<file path="src/rtl/tlb_pkg.sv">
package tlb_pkg;
  parameter int VA_W   = 32;
  parameter int PA_W   = 32;
  parameter int ASID_W = 8;
  parameter int MASK_W = 16;
  parameter int OFF_W  = 12;
  parameter int N_ENT  = 16;

  localparam int VPN2_W = VA_W - OFF_W - 1;
  localparam int PFN_W  = PA_W - OFF_W;

  typedef enum logic [2:0] {
    RES_MATCH   = 3'd0,
    RES_NOMATCH = 3'd1,
    RES_INVALID = 3'd2,
    RES_MODIFY  = 3'd3,
    RES_RDINH   = 3'd4,
    RES_EXINH   = 3'd5
  } tlb_res_e;

  typedef enum logic [1:0] {
    ACC_FETCH = 2'd0,
    ACC_LOAD  = 2'd1,
    ACC_STORE = 2'd2,
    ACC_LOAD2 = 2'd3
  } tlb_acc_e;

  typedef struct packed {
    logic xi;
    logic ri;
    logic dirty;
    logic valid;
  } half_attr_t;

  typedef struct packed {
    logic [VPN2_W-1:0]           vpn2;
    logic [MASK_W-1:0]           mask;
    logic [ASID_W-1:0]           asid;
    logic                        glob;
    logic                        inval;
    logic [1:0][PFN_W-1:0]       pfn;
    half_attr_t [1:0]            attr;
  } tlb_entry_t;
endpackage

</file>
<file path="src/rtl/tlb_entry_store.sv">
module tlb_entry_store
  import tlb_pkg::*;
#(
  parameter int N      = N_ENT,
  localparam int IDX_W = $clog2(N)
) (
  input  logic                  clk_i,
  input  logic                  rst_ni,
  input  logic                  wr_en_i,
  input  logic [IDX_W-1:0]      wr_idx_i,
  input  tlb_entry_t            wr_ent_i,
  output tlb_entry_t [N-1:0]    ent_o
);
  tlb_entry_t [N-1:0] ent_q;

  always_ff @(posedge clk_i or negedge rst_ni) begin
    if (!rst_ni) begin
      for (int i = 0; i < N; i++) begin
        ent_q[i]       <= '0;
        ent_q[i].inval <= 1'b1;
      end
    end else if (wr_en_i) begin
      ent_q[wr_idx_i] <= wr_ent_i;
    end
  end

  assign ent_o = ent_q;

  p_write_lands_r9: assert property (@(posedge clk_i) disable iff (!rst_ni)
    wr_en_i |=> ent_o[$past(wr_idx_i)] == $past(wr_ent_i));
endmodule

</file>
<file path="src/rtl/tlb_match_row.sv">
module tlb_match_row
  import tlb_pkg::*;
(
  input  tlb_entry_t        ent_i,
  input  logic [VA_W-1:0]   va_i,
  input  logic [ASID_W-1:0] asid_i,
  output logic              hit_o,
  output logic [PA_W-1:0]   pa_o,
  output half_attr_t        attr_o
);
  localparam int HI_PAD = VA_W - MASK_W - OFF_W - 1;

  logic [VA_W-1:0]   span, off_mask, half_bit;
  logic [VPN2_W-1:0] vpn_diff;
  logic              odd;

  // span covers the whole pair; its top bit picks the half
  assign span     = {{HI_PAD{1'b0}}, ent_i.mask, {(OFF_W+1){1'b1}}};
  assign off_mask = span >> 1;
  assign half_bit = span & ~off_mask;
  assign vpn_diff = (va_i[VA_W-1:OFF_W+1] ^ ent_i.vpn2) & ~span[VA_W-1:OFF_W+1];
  assign hit_o    = ~|vpn_diff && !ent_i.inval && (ent_i.glob || ent_i.asid == asid_i);
  assign odd      = |(va_i & half_bit);
  assign attr_o   = ent_i.attr[odd];
  assign pa_o     = {ent_i.pfn[odd], {OFF_W{1'b0}}} | PA_W'(va_i & off_mask);
endmodule

</file>
<file path="src/rtl/tlb_pick.sv">
module tlb_pick
  import tlb_pkg::*;
#(
  parameter int N      = N_ENT,
  localparam int IDX_W = $clog2(N)
) (
  input  logic                      clk_i,
  input  logic                      rst_ni,
  input  logic [N-1:0]              hit_i,
  input  logic [N-1:0][PA_W-1:0]    pa_i,
  input  half_attr_t [N-1:0]        attr_i,
  output logic                      any_o,
  output logic [PA_W-1:0]           pa_o,
  output half_attr_t                attr_o
);
  logic [IDX_W-1:0] sel;

  always_comb begin
    any_o = 1'b0;
    sel   = '0;
    for (int i = N-1; i >= 0; i--) begin
      if (hit_i[i]) begin
        any_o = 1'b1;
        sel   = IDX_W'(i);
      end
    end
  end

  assign pa_o   = pa_i[sel];
  assign attr_o = attr_i[sel];

  p_lowest_wins_r8: assert property (@(posedge clk_i) disable iff (!rst_ni)
    any_o |-> (hit_i[sel] && ((hit_i & ((N'(1) << sel) - N'(1))) == '0)));
endmodule

</file>
<file path="src/rtl/tlb_xlate.sv">
module tlb_xlate
  import tlb_pkg::*;
#(
  parameter int N      = N_ENT,
  localparam int IDX_W = $clog2(N)
) (
  input  logic               clk_i,
  input  logic               rst_ni,
  input  logic [VA_W-1:0]    va_i,
  input  logic [1:0]         acc_i,
  input  logic [ASID_W-1:0]  asid_i,
  input  logic               wr_en_i,
  input  logic [IDX_W-1:0]   wr_idx_i,
  input  logic [VPN2_W-1:0]  wr_vpn2_i,
  input  logic [MASK_W-1:0]  wr_mask_i,
  input  logic [ASID_W-1:0]  wr_asid_i,
  input  logic               wr_glob_i,
  input  logic               wr_inval_i,
  input  logic [PFN_W-1:0]   wr_pfn0_i,
  input  logic [PFN_W-1:0]   wr_pfn1_i,
  input  logic [3:0]         wr_attr0_i,
  input  logic [3:0]         wr_attr1_i,
  output logic [PA_W-1:0]    pa_o,
  output logic               writable_o,
  output logic [2:0]         result_o
);
  tlb_entry_t                wr_ent;
  tlb_entry_t [N-1:0]        ents;
  logic [N-1:0]              hits;
  logic [N-1:0][PA_W-1:0]    row_pa;
  half_attr_t [N-1:0]        row_attr;
  logic                      any_hit;
  logic [PA_W-1:0]           sel_pa;
  half_attr_t                sel_attr;
  tlb_acc_e                  acc;
  tlb_res_e                  res;

  always_comb begin
    wr_ent         = '0;
    wr_ent.vpn2    = wr_vpn2_i;
    wr_ent.mask    = wr_mask_i;
    wr_ent.asid    = wr_asid_i;
    wr_ent.glob    = wr_glob_i;
    wr_ent.inval   = wr_inval_i;
    wr_ent.pfn[0]  = wr_pfn0_i;
    wr_ent.pfn[1]  = wr_pfn1_i;
    wr_ent.attr[0] = half_attr_t'(wr_attr0_i);
    wr_ent.attr[1] = half_attr_t'(wr_attr1_i);
  end

  tlb_entry_store #(.N(N)) u_store (
    .clk_i    (clk_i),
    .rst_ni   (rst_ni),
    .wr_en_i  (wr_en_i),
    .wr_idx_i (wr_idx_i),
    .wr_ent_i (wr_ent),
    .ent_o    (ents)
  );

  for (genvar g = 0; g < N; g++) begin : g_row
    tlb_match_row u_row (
      .ent_i  (ents[g]),
      .va_i   (va_i),
      .asid_i (asid_i),
      .hit_o  (hits[g]),
      .pa_o   (row_pa[g]),
      .attr_o (row_attr[g])
    );
  end

  tlb_pick #(.N(N)) u_pick (
    .clk_i  (clk_i),
    .rst_ni (rst_ni),
    .hit_i  (hits),
    .pa_i   (row_pa),
    .attr_i (row_attr),
    .any_o  (any_hit),
    .pa_o   (sel_pa),
    .attr_o (sel_attr)
  );

  assign acc = tlb_acc_e'(acc_i);

  // fixed check order: valid, execute-inhibit, read-inhibit, dirty
  always_comb begin
    if (!any_hit)                                            res = RES_NOMATCH;
    else if (!sel_attr.valid)                                res = RES_INVALID;
    else if (acc == ACC_FETCH && sel_attr.xi)                res = RES_EXINH;
    else if ((acc == ACC_LOAD || acc == ACC_LOAD2) && sel_attr.ri) res = RES_RDINH;
    else if (acc == ACC_STORE && !sel_attr.dirty)            res = RES_MODIFY;
    else                                                     res = RES_MATCH;
  end

  assign result_o   = res;
  assign pa_o       = (res == RES_MATCH) ? sel_pa : '0;
  assign writable_o = (res == RES_MATCH) && sel_attr.dirty;

  p_mask_contig_r3: assert property (@(posedge clk_i) disable iff (!rst_ni)
    wr_en_i |-> ((wr_mask_i & (wr_mask_i + MASK_W'(1))) == '0));
  p_nohit_r10: assert property (@(posedge clk_i) disable iff (!rst_ni)
    (hits == '0) |-> (result_o == 3'(RES_NOMATCH)));
  p_writable_match_r7: assert property (@(posedge clk_i) disable iff (!rst_ni)
    writable_o |-> (result_o == 3'(RES_MATCH)));
  p_rdinh_not_fetch_r5: assert property (@(posedge clk_i) disable iff (!rst_ni)
    (result_o == 3'(RES_RDINH)) |-> (acc_i != 2'(ACC_FETCH)));
endmodule

</file>
<file path="config.mk">
export PLATFORM = sky130hd
export DESIGN_NAME = tlb_xlate
export DESIGN_NICKNAME = d
export VERILOG_FILES = /design/src/rtl/tlb_pkg.sv /design/src/rtl/tlb_entry_store.sv /design/src/rtl/tlb_match_row.sv /design/src/rtl/tlb_pick.sv /design/src/rtl/tlb_xlate.sv
export SDC_FILE = /design/constraint.sdc
export NUM_CORES = 2
export LEC_CHECK = 0
export ABC_AREA = 0
export BUFFER_PORTS_ARGS = -buffer_cell sky130_fd_sc_hd__buf_4
export CAP_MARGIN = 10
export CORE_ASPECT_RATIO = 0.9
export CORE_MARGIN = 2
export CORE_UTILIZATION = 63
export DETAILED_ROUTE_END_ITERATION = 10
export PLACE_DENSITY = 0.86
export SETUP_SLACK_MARGIN = 0.2
export SLEW_MARGIN = 10
export SYNTH_ARGS = -nofsm -noshare
export SYNTH_HDL_FRONTEND = slang
export SYNTH_SLANG_ARGS = --single-unit
</file>
<file path="constraint.sdc">
create_clock -name clk_i -period 4.6 [get_ports clk_i]
set_input_delay 0.23 -clock clk_i [delete_from_list [all_inputs] [get_ports clk_i]]
set_output_delay 0.23 -clock clk_i [all_outputs]
set_load 0.02 [all_outputs]
</file>
## Word-level counts from Yosys, hierarchy flattened

Index checks and enable logic that the tools add are counted.

| word-level totals | value |
|---|---|
| bits in registers | 1,488 |
| output and inout port bits | 36 |
| word-level logic and storage cells | 636 |

| cells by class | value |
|---|---|
| multiplexer cells | 109 |
| reduce and logical (&&, ||, !) cells | 121 |
| magnitude comparators | 19 |
| eq/ne operators | 19 |
| bitwise logic cells | 128 |

Operator list:

| cell | number |
|---|---|
| $bwmux 1488 | 1 |
| $mux 20 | 32 |
| $and 29x32->32 | 16 |
| $and 32x28->32 | 16 |
| $and 32x32->32 | 16 |
| $not 28->32 | 16 |
| $or 32x32->32 | 16 |
| $reduce_or 32->1 | 16 |
| $demux 93 s4 | 1 |
| $and 19x19->19 | 16 |
| $not 16->19 | 16 |
| $reduce_or 19->1 | 16 |
| $xor 19x19->19 | 16 |
| $mux 4 | 49 |
| $bmux 32 s4 | 1 |
| $eq 8x8->1 | 16 |
| $mux 93 | 1 |
| $mux 32 | 2 |
| $logic_and 1x1->1 | 37 |
| $logic_not 1->1 | 33 |
| $lt 1x2->1 const B | 16 |
| $logic_or 1x1->1 | 17 |
| $bmux 4 s4 | 1 |
| $mux 1 | 16 |
| 8 further kinds | 13 |

## Logic depth before layout (Yosys ltp)

| depth | value |
|---|---|
| depth in word-level cells | 33 |
| mapped depth | 20 |
| gate-level depth less buffers | 13 |

## Cells and area by module

Synthesis repeated with hierarchy kept, for this count alone.

| second synthesis, totals | value |
|---|---|
| cell total of the unflattened synthesis | 6,670 |
| area, all modules | 77,096.4 µm² |

By module, submodules not included:

| module | cells each | area each (µm²) | times used |
|---|---|---|---|
| tlb_entry_store | 3,255 | 55,394.4 | 1 |
| tlb_match_row | 160 | 1,048.5 | 16 |
| tlb_pick | 804 | 4,595.7 | 1 |
| tlb_xlate | 51 | 330.3 | 1 |

## Worst setup path after synthesis

OpenSTA, ideal clock, no wires.

| path | value |
|---|---|
| kind | input to output |
| start | input port va_i[29] |
| end | output port pa_o[12] |
| stages on the path | 15 |
| required time | 4.370 ns |
| setup slack | 0.202 ns |
| data arrival time | 4.168 ns |
| path through | buf_2 > buf_2 > xor2_1 > or4_1 > nor4_1 > and3_1 > a211oi_1 > o311ai_4 > a21o_1 > buf_4 > buf_6 > mux2_2 > a311oi_2 > nand2_2 > nor4_1 |

| on the way | value |
|---|---|
| cells in the longest elaborated chain, start to end | 33 |
| elaborated cells on any way between the ends | 255 |

RTL lines:

| element | RTL line | RTL |
|---|---|---|
| start: declaration | tlb_xlate.sv:9 | `input logic [VA_W-1:0] va_i,` |
| $xor 19x19->19 | tlb_match_row.sv:21 | `assign vpn_diff = (va_i[VA_W-1:OFF_W+1] ^ ent_i.vpn2) & ~span[VA_W-1:OFF_W+1];` |
| $and 19x19->19 | tlb_match_row.sv:21 |  |
| $reduce_or 19->1 | tlb_match_row.sv:22 | `assign hit_o = ~\|vpn_diff && !ent_i.inval && (ent_i.glob \|\| ent_i.asid == asid_i);` |
| $logic_not 1->1 | tlb_match_row.sv:22 |  |
| $logic_and 1x1->1 (2 in a row) | tlb_match_row.sv:22 |  |
| $mux 4 (16 in a row) | tlb_pick.sv:22 | `if (hit_i[i]) begin` |
| $bmux 4 s4 | tlb_pick.sv:30 | `assign attr_o = attr_i[sel];` |
| $mux 4 (implied by the code) | tlb_pick.sv:30 |  |
| $logic_not 1->1 | tlb_xlate.sv:90 | `else if (acc == ACC_STORE && !sel_attr.dirty) res = RES_MODIFY;` |
| $logic_and 1x1->1 | tlb_xlate.sv:90 |  |
| $mux 2 | tlb_xlate.sv:90 |  |
| $mux 3 | tlb_xlate.sv:89 | `else if ((acc == ACC_LOAD \|\| acc == ACC_LOAD2) && sel_attr.ri) res = RES_RDINH;` |
| $mux 3 | tlb_xlate.sv:88 | `else if (acc == ACC_FETCH && sel_attr.xi) res = RES_EXINH;` |
| $mux 3 | tlb_xlate.sv:87 | `else if (!sel_attr.valid) res = RES_INVALID;` |
| $mux 3 | tlb_xlate.sv:86 | `if (!any_hit) res = RES_NOMATCH;` |
| $logic_not 3->1 | tlb_xlate.sv:95 | `assign pa_o = (res == RES_MATCH) ? sel_pa : '0;` |
| $mux 32 * | tlb_xlate.sv:95 |  |
| end: declaration | tlb_xlate.sv:23 | `output logic [PA_W-1:0] pa_o,` |

Every way passes the cells marked *; elsewhere a longest branch is shown, timed or not. The select of a mux whose other input is x is not followed.

## Worst setup path in the final report

| path | value |
|---|---|
| start | register u_store.ent_q (netlist bit u_store.ent_o[889]) |
| end | output port pa_o[16] |

| on the way | value |
|---|---|
| cells in the longest elaborated chain, start to end | 24 |
| elaborated cells on any way between the ends | 38 |

RTL lines:

| element | RTL line | RTL |
|---|---|---|
| start: declaration | tlb_entry_store.sv:14 | `tlb_entry_t [N-1:0] ent_q;` |
| start signal: indexed assignment | tlb_entry_store.sv:23 | `ent_q[wr_idx_i] <= wr_ent_i;` |
| $eq 8x8->1 * | tlb_match_row.sv:22 |  |
| $logic_or 1x1->1 * | tlb_match_row.sv:22 |  |
| $logic_and 1x1->1 * | tlb_match_row.sv:22 |  |
| $mux 4 (10 in a row) | tlb_pick.sv:22 |  |
| $bmux 4 s4 | tlb_pick.sv:30 |  |
| $mux 4 (implied by the code) | tlb_pick.sv:30 |  |
| $logic_not 1->1 | tlb_xlate.sv:90 |  |
| $logic_and 1x1->1 | tlb_xlate.sv:90 |  |
| $mux 2 | tlb_xlate.sv:90 |  |
| $mux 3 | tlb_xlate.sv:89 |  |
| $mux 3 | tlb_xlate.sv:88 |  |
| $mux 3 | tlb_xlate.sv:87 |  |
| $mux 3 | tlb_xlate.sv:86 |  |
| $logic_not 3->1 | tlb_xlate.sv:95 |  |
| $mux 32 * | tlb_xlate.sv:95 |  |

Marked as above.

==> results by group <==
Status
  – Outcome: complete, but fails checks
  – Failing checks: negative setup slack

Worst setup path
  – R2r worst-path depth: 3
  – CP max FO: 9
  – Worst Path Required: around 4400 ps
  – Worst r2r src: u_store.ent_o[623]$_DFFE_PN0P_
  – Crit path DAT: 5520 ps
  – Worst setup SP type: flop
  – Setup CP Type: reg2out
  – Reg2Reg Setup Slack: between 3000 and 4000 ps
  – Worst Setup End Kind: output pin
  – Crit. Startpoint: u_store.ent_o[889]$_DFFE_PN0P_
  – Critical Path End: pa_o[16]
  – Worst R2R End: u_store.ent_o[623]$_DFFE_PN0P_

Drt
  – Vias: between 50k and 60k
  – Routed Antenna Nets: 0
  – DRC: 0
  – Detailed Route WL: between 300000 and 400000 microns
  – Via density per instance: 7.163
  – Initial DRC Count: between 8k and 9k
  – Wire per inst: between 30 and 40 microns
  – Pre-antenna DRT Iters: 7

Final layout
  – Synth-to-Final Area Change: 20.24%
  – Share of post-route cells with drive strength above 1: a little under half
  – Finished Layout Cells: just over 8k
  – Layout Nets: 6639
  – Number of flip-flops in the largest register: 1488
  – Final instance area: between 80000 and 90000 sq um
  – FILL cells: 6862

Pwr
  – Clock share of power: 28.5%
  – Combinational power share: between 30 and 40%
  – Switching Share: 34.68%
  – Worst VDD drop: 0.5059 mV
  – Pint: 0.02962 W
  – Leak: around 39 nW
  – Sw Pwr: about 0.016 W
  – Sequential Power Share: about two fifths
  – Pwr dens: between 500 and 600 nW/um^2

Clock tree
  – TritonCTS buffer count: 152
  – Clock tree buffer depth: 3
  – TritonCTS clock tree: done
  – Clock slew at reported path FFs: ~70 ps
  – Clock latency on the worst-skew pair: between 800 and 900 ps
  – CTS H-tree lvls: 4
  – Root Driver: clkbuf_16
  – Clock sink count: between 1k and 1.5k

Timing
  – Final setup vio count: 36
  – Period Utilization, post-route: 125.0%
  – Skew final: 0 ps
  – RSZ-0062 raised after global routing: true
  – Slew @ Worst Pin: between 1000 and 1500 ps
  – Hold_ws: about 91 ps
  – Minimum clock period: between 5000 and 6000 ps
  – Fmax achieved: between 0.15 and 0.2 GHz
  – Final Hold Viols: 0
  – Max-slew violations: 0
  – PnR worst setup slack: -1148 ps
  – Slew headroom: 18.81%

Die
  – Die area: approximately 120000 sq um
  – Die width: ~360 microns
  – Ports: 178
  – Core Region: 114700 sq um
  – Die Ht: around 330 microns
  – Row cnt: around 120
  – Initial Utilization: between 60% and 70%

GRT
  – Vias in the first global route: roughly 58k
  – Initial antenna violation count: 30
  – Gr ovfl total: 0
  – Largest net degree at the start of global routing: 166
  – First-pass GRT wire length: approximately 440000 microns
  – Gr usage total: around 54%

Place
  – RD Place Congestion: approximately 1.1
  – Worst slack, placed: -667.4 ps
  – Port-buffer cells: 177
  – Placed Area: about 81000 sq um
  – Placed cells: between 7k and 8k
  – Dpl hpwl: about 220000 microns

Flow run
  – Max-cap violations: 0

Synth
  – Synth top area share: between 50% and 60%
  – Syn nets: roughly 6k
  – Count leader, synth: mux2_2
  – Syn Area/Cell: 12.62 sq um
  – Gate Count Post-Synth: between 5k and 6k
  – Seq/Total Area, Yosys: around half
  – Synth unique cells: 61
  – Synth area leaders: dfrtp_1 51%, mux2_2 26%, mux2i_1 3.2%
  – Most used flip-flop cell after synthesis: dfrtp_1
  – Synth area leader: dfrtp_1
  – Synthesized area: slightly above 70000 sq um
  – Synth top cells by count: 1701 x mux2_2, 1472 x dfrtp_1, 404 x nand2_1
  – Yosys reg bits: between 1k and 1.5k
  – Post-synth EDFFs: 0
  – Syn. warnings: 0
  – Synth async-reset ratio: 100.0%

Min path
  – HP Class: in2async
[layout make-up]
| class | count | area [sq um] | share of cell area, % |
|---|---|---|---|
| Antenna cell | 21 | 52.55 | 0.06015 |
| Clock buffer | 218 | 4353 | 4.983 |
| Clock inverter | 53 | 710.7 | 0.8135 |
| Inverter | 21 | 78.83 | 0.09023 |
| Multi-Input combinational cell | 3793 | 34060 | 38.99 |
| Sequential cell | 1488 | 37260 | 42.64 |
| Tap cell | 1500 | 1877 | 2.148 |
| Timing Repair Buffer | 1041 | 8976 | 10.27 |
[metrics by stage]
stage	setup TNS [ps]	utilization, %	total power, W
CTS	-31950	75.91	0.04419
detailed placement	-14890	70.27	0.03115
global placement	-16320	70.27	0.03060
floorplan	0	-	0.02444
finish	-36970	76.16	0.04534
global route	-41270	76.14	0.04618
[worst max-delay path, cell delays in order, from the launching register on]
cell     delay, ps
dfrtp_1        420
xor2_1         200
nor4_2          80
buf_4          150
a21oi_1        380
nor4_1         130
nand3_1        190
nand2_1         70
nor3_1         770
buf_4          280
buf_4          110
a21o_1         150
buf_4          200
nor2_1          90
buf_12         170
buf_4          150
a32o_1         210
a221o_1        410
nor4_4         280
buf_4          210
[layer usage]
metal	vias to the layer above	wire length, microns	global-route usage (%)	part of all wire [%]
met4	26	23890	30.49	7.5
met1	29870	117900	71.49	37
li1	22370	-	-	-
met3	1217	47300	21.74	15
met2	4780	130600	74.13	41
met5	-	269	0.7203	0.084
[how the worst min path moves through the flow]
stage / from / to / slack (ps) / cells past startpoint
after floorplan: rst_ni / u_store.ent_o[0]$_DFFE_PN0P_ / -70 / 0
after global placement: rst_ni / u_store.ent_o[57]$_DFFE_PN0P_ / 300 / 1
after detailed placement: rst_ni / u_store.ent_o[57]$_DFFE_PN0P_ / 300 / 1
after CTS: rst_ni / u_store.ent_o[894]$_DFFE_PN0P_ / 100 / 2
after global routing: rst_ni / u_store.ent_o[55]$_DFFE_PN0P_ / 170 / 2
final: rst_ni / u_store.ent_o[1168]$_DFFE_PN0P_ / 90 / 2
[cells by family after synthesis]
logic type      after synthesis  synth area share, %
buf+inv                     476                2.795
mux                        1936                29.60
compound gates              723                6.652
simple gates                702                4.472
flops                      1488                51.27
xor+xnor                    432                5.207
[cells in the final DEF, fill, tap and decap left out, drive strengths merged, types with 14 or more instances in the layout]
cell type and n:
mux2 1701, dfrtp 1472, buf 947, nand2 405, xnor2 256, o22ai 237, mux2i 235, clkbuf 218
xor2 176, a21oi 156, a211oi 129, nor4 104, dlygate4sd3 94, nor2 63, a31oi 41, nand3 39
o211ai 35, nor3 34, o21ai 31, inv 31, clkinv 29, diode 21, a311o 16, a32o 16
dfstp 16, a221o 16, or4 14
[power by group through the flow]
| stage | Combinational, W | Clock [W] | Sequential (W) |
|---|---|---|---|
| 5_1_grt | 0.0142 | 0.0134 | 0.0186 |
| 3_5_place_dp | 0.0128 | 0 | 0.0184 |
| 3_3_place_gp | 0.0125 | 0 | 0.0181 |
| 4_1_cts | 0.0132 | 0.0128 | 0.0182 |
| 2_1_floorplan | 0.00659 | 0 | 0.0179 |
| 6_report | 0.0140 | 0.0129 | 0.0184 |
[repair_timing]
action | in CTS | in global routing
hold buffers | 94 | 0
buffers inserted | 6 | 4
setup endpoints to repair | 36 | 36
gates cloned | 1 | 0
gates resized for setup | 70 | 35
pin swaps | 19 | 15
endpoints found under the hold margin | 1620 | 0
No activity file was read; power rests on OpenSTA's default activity.
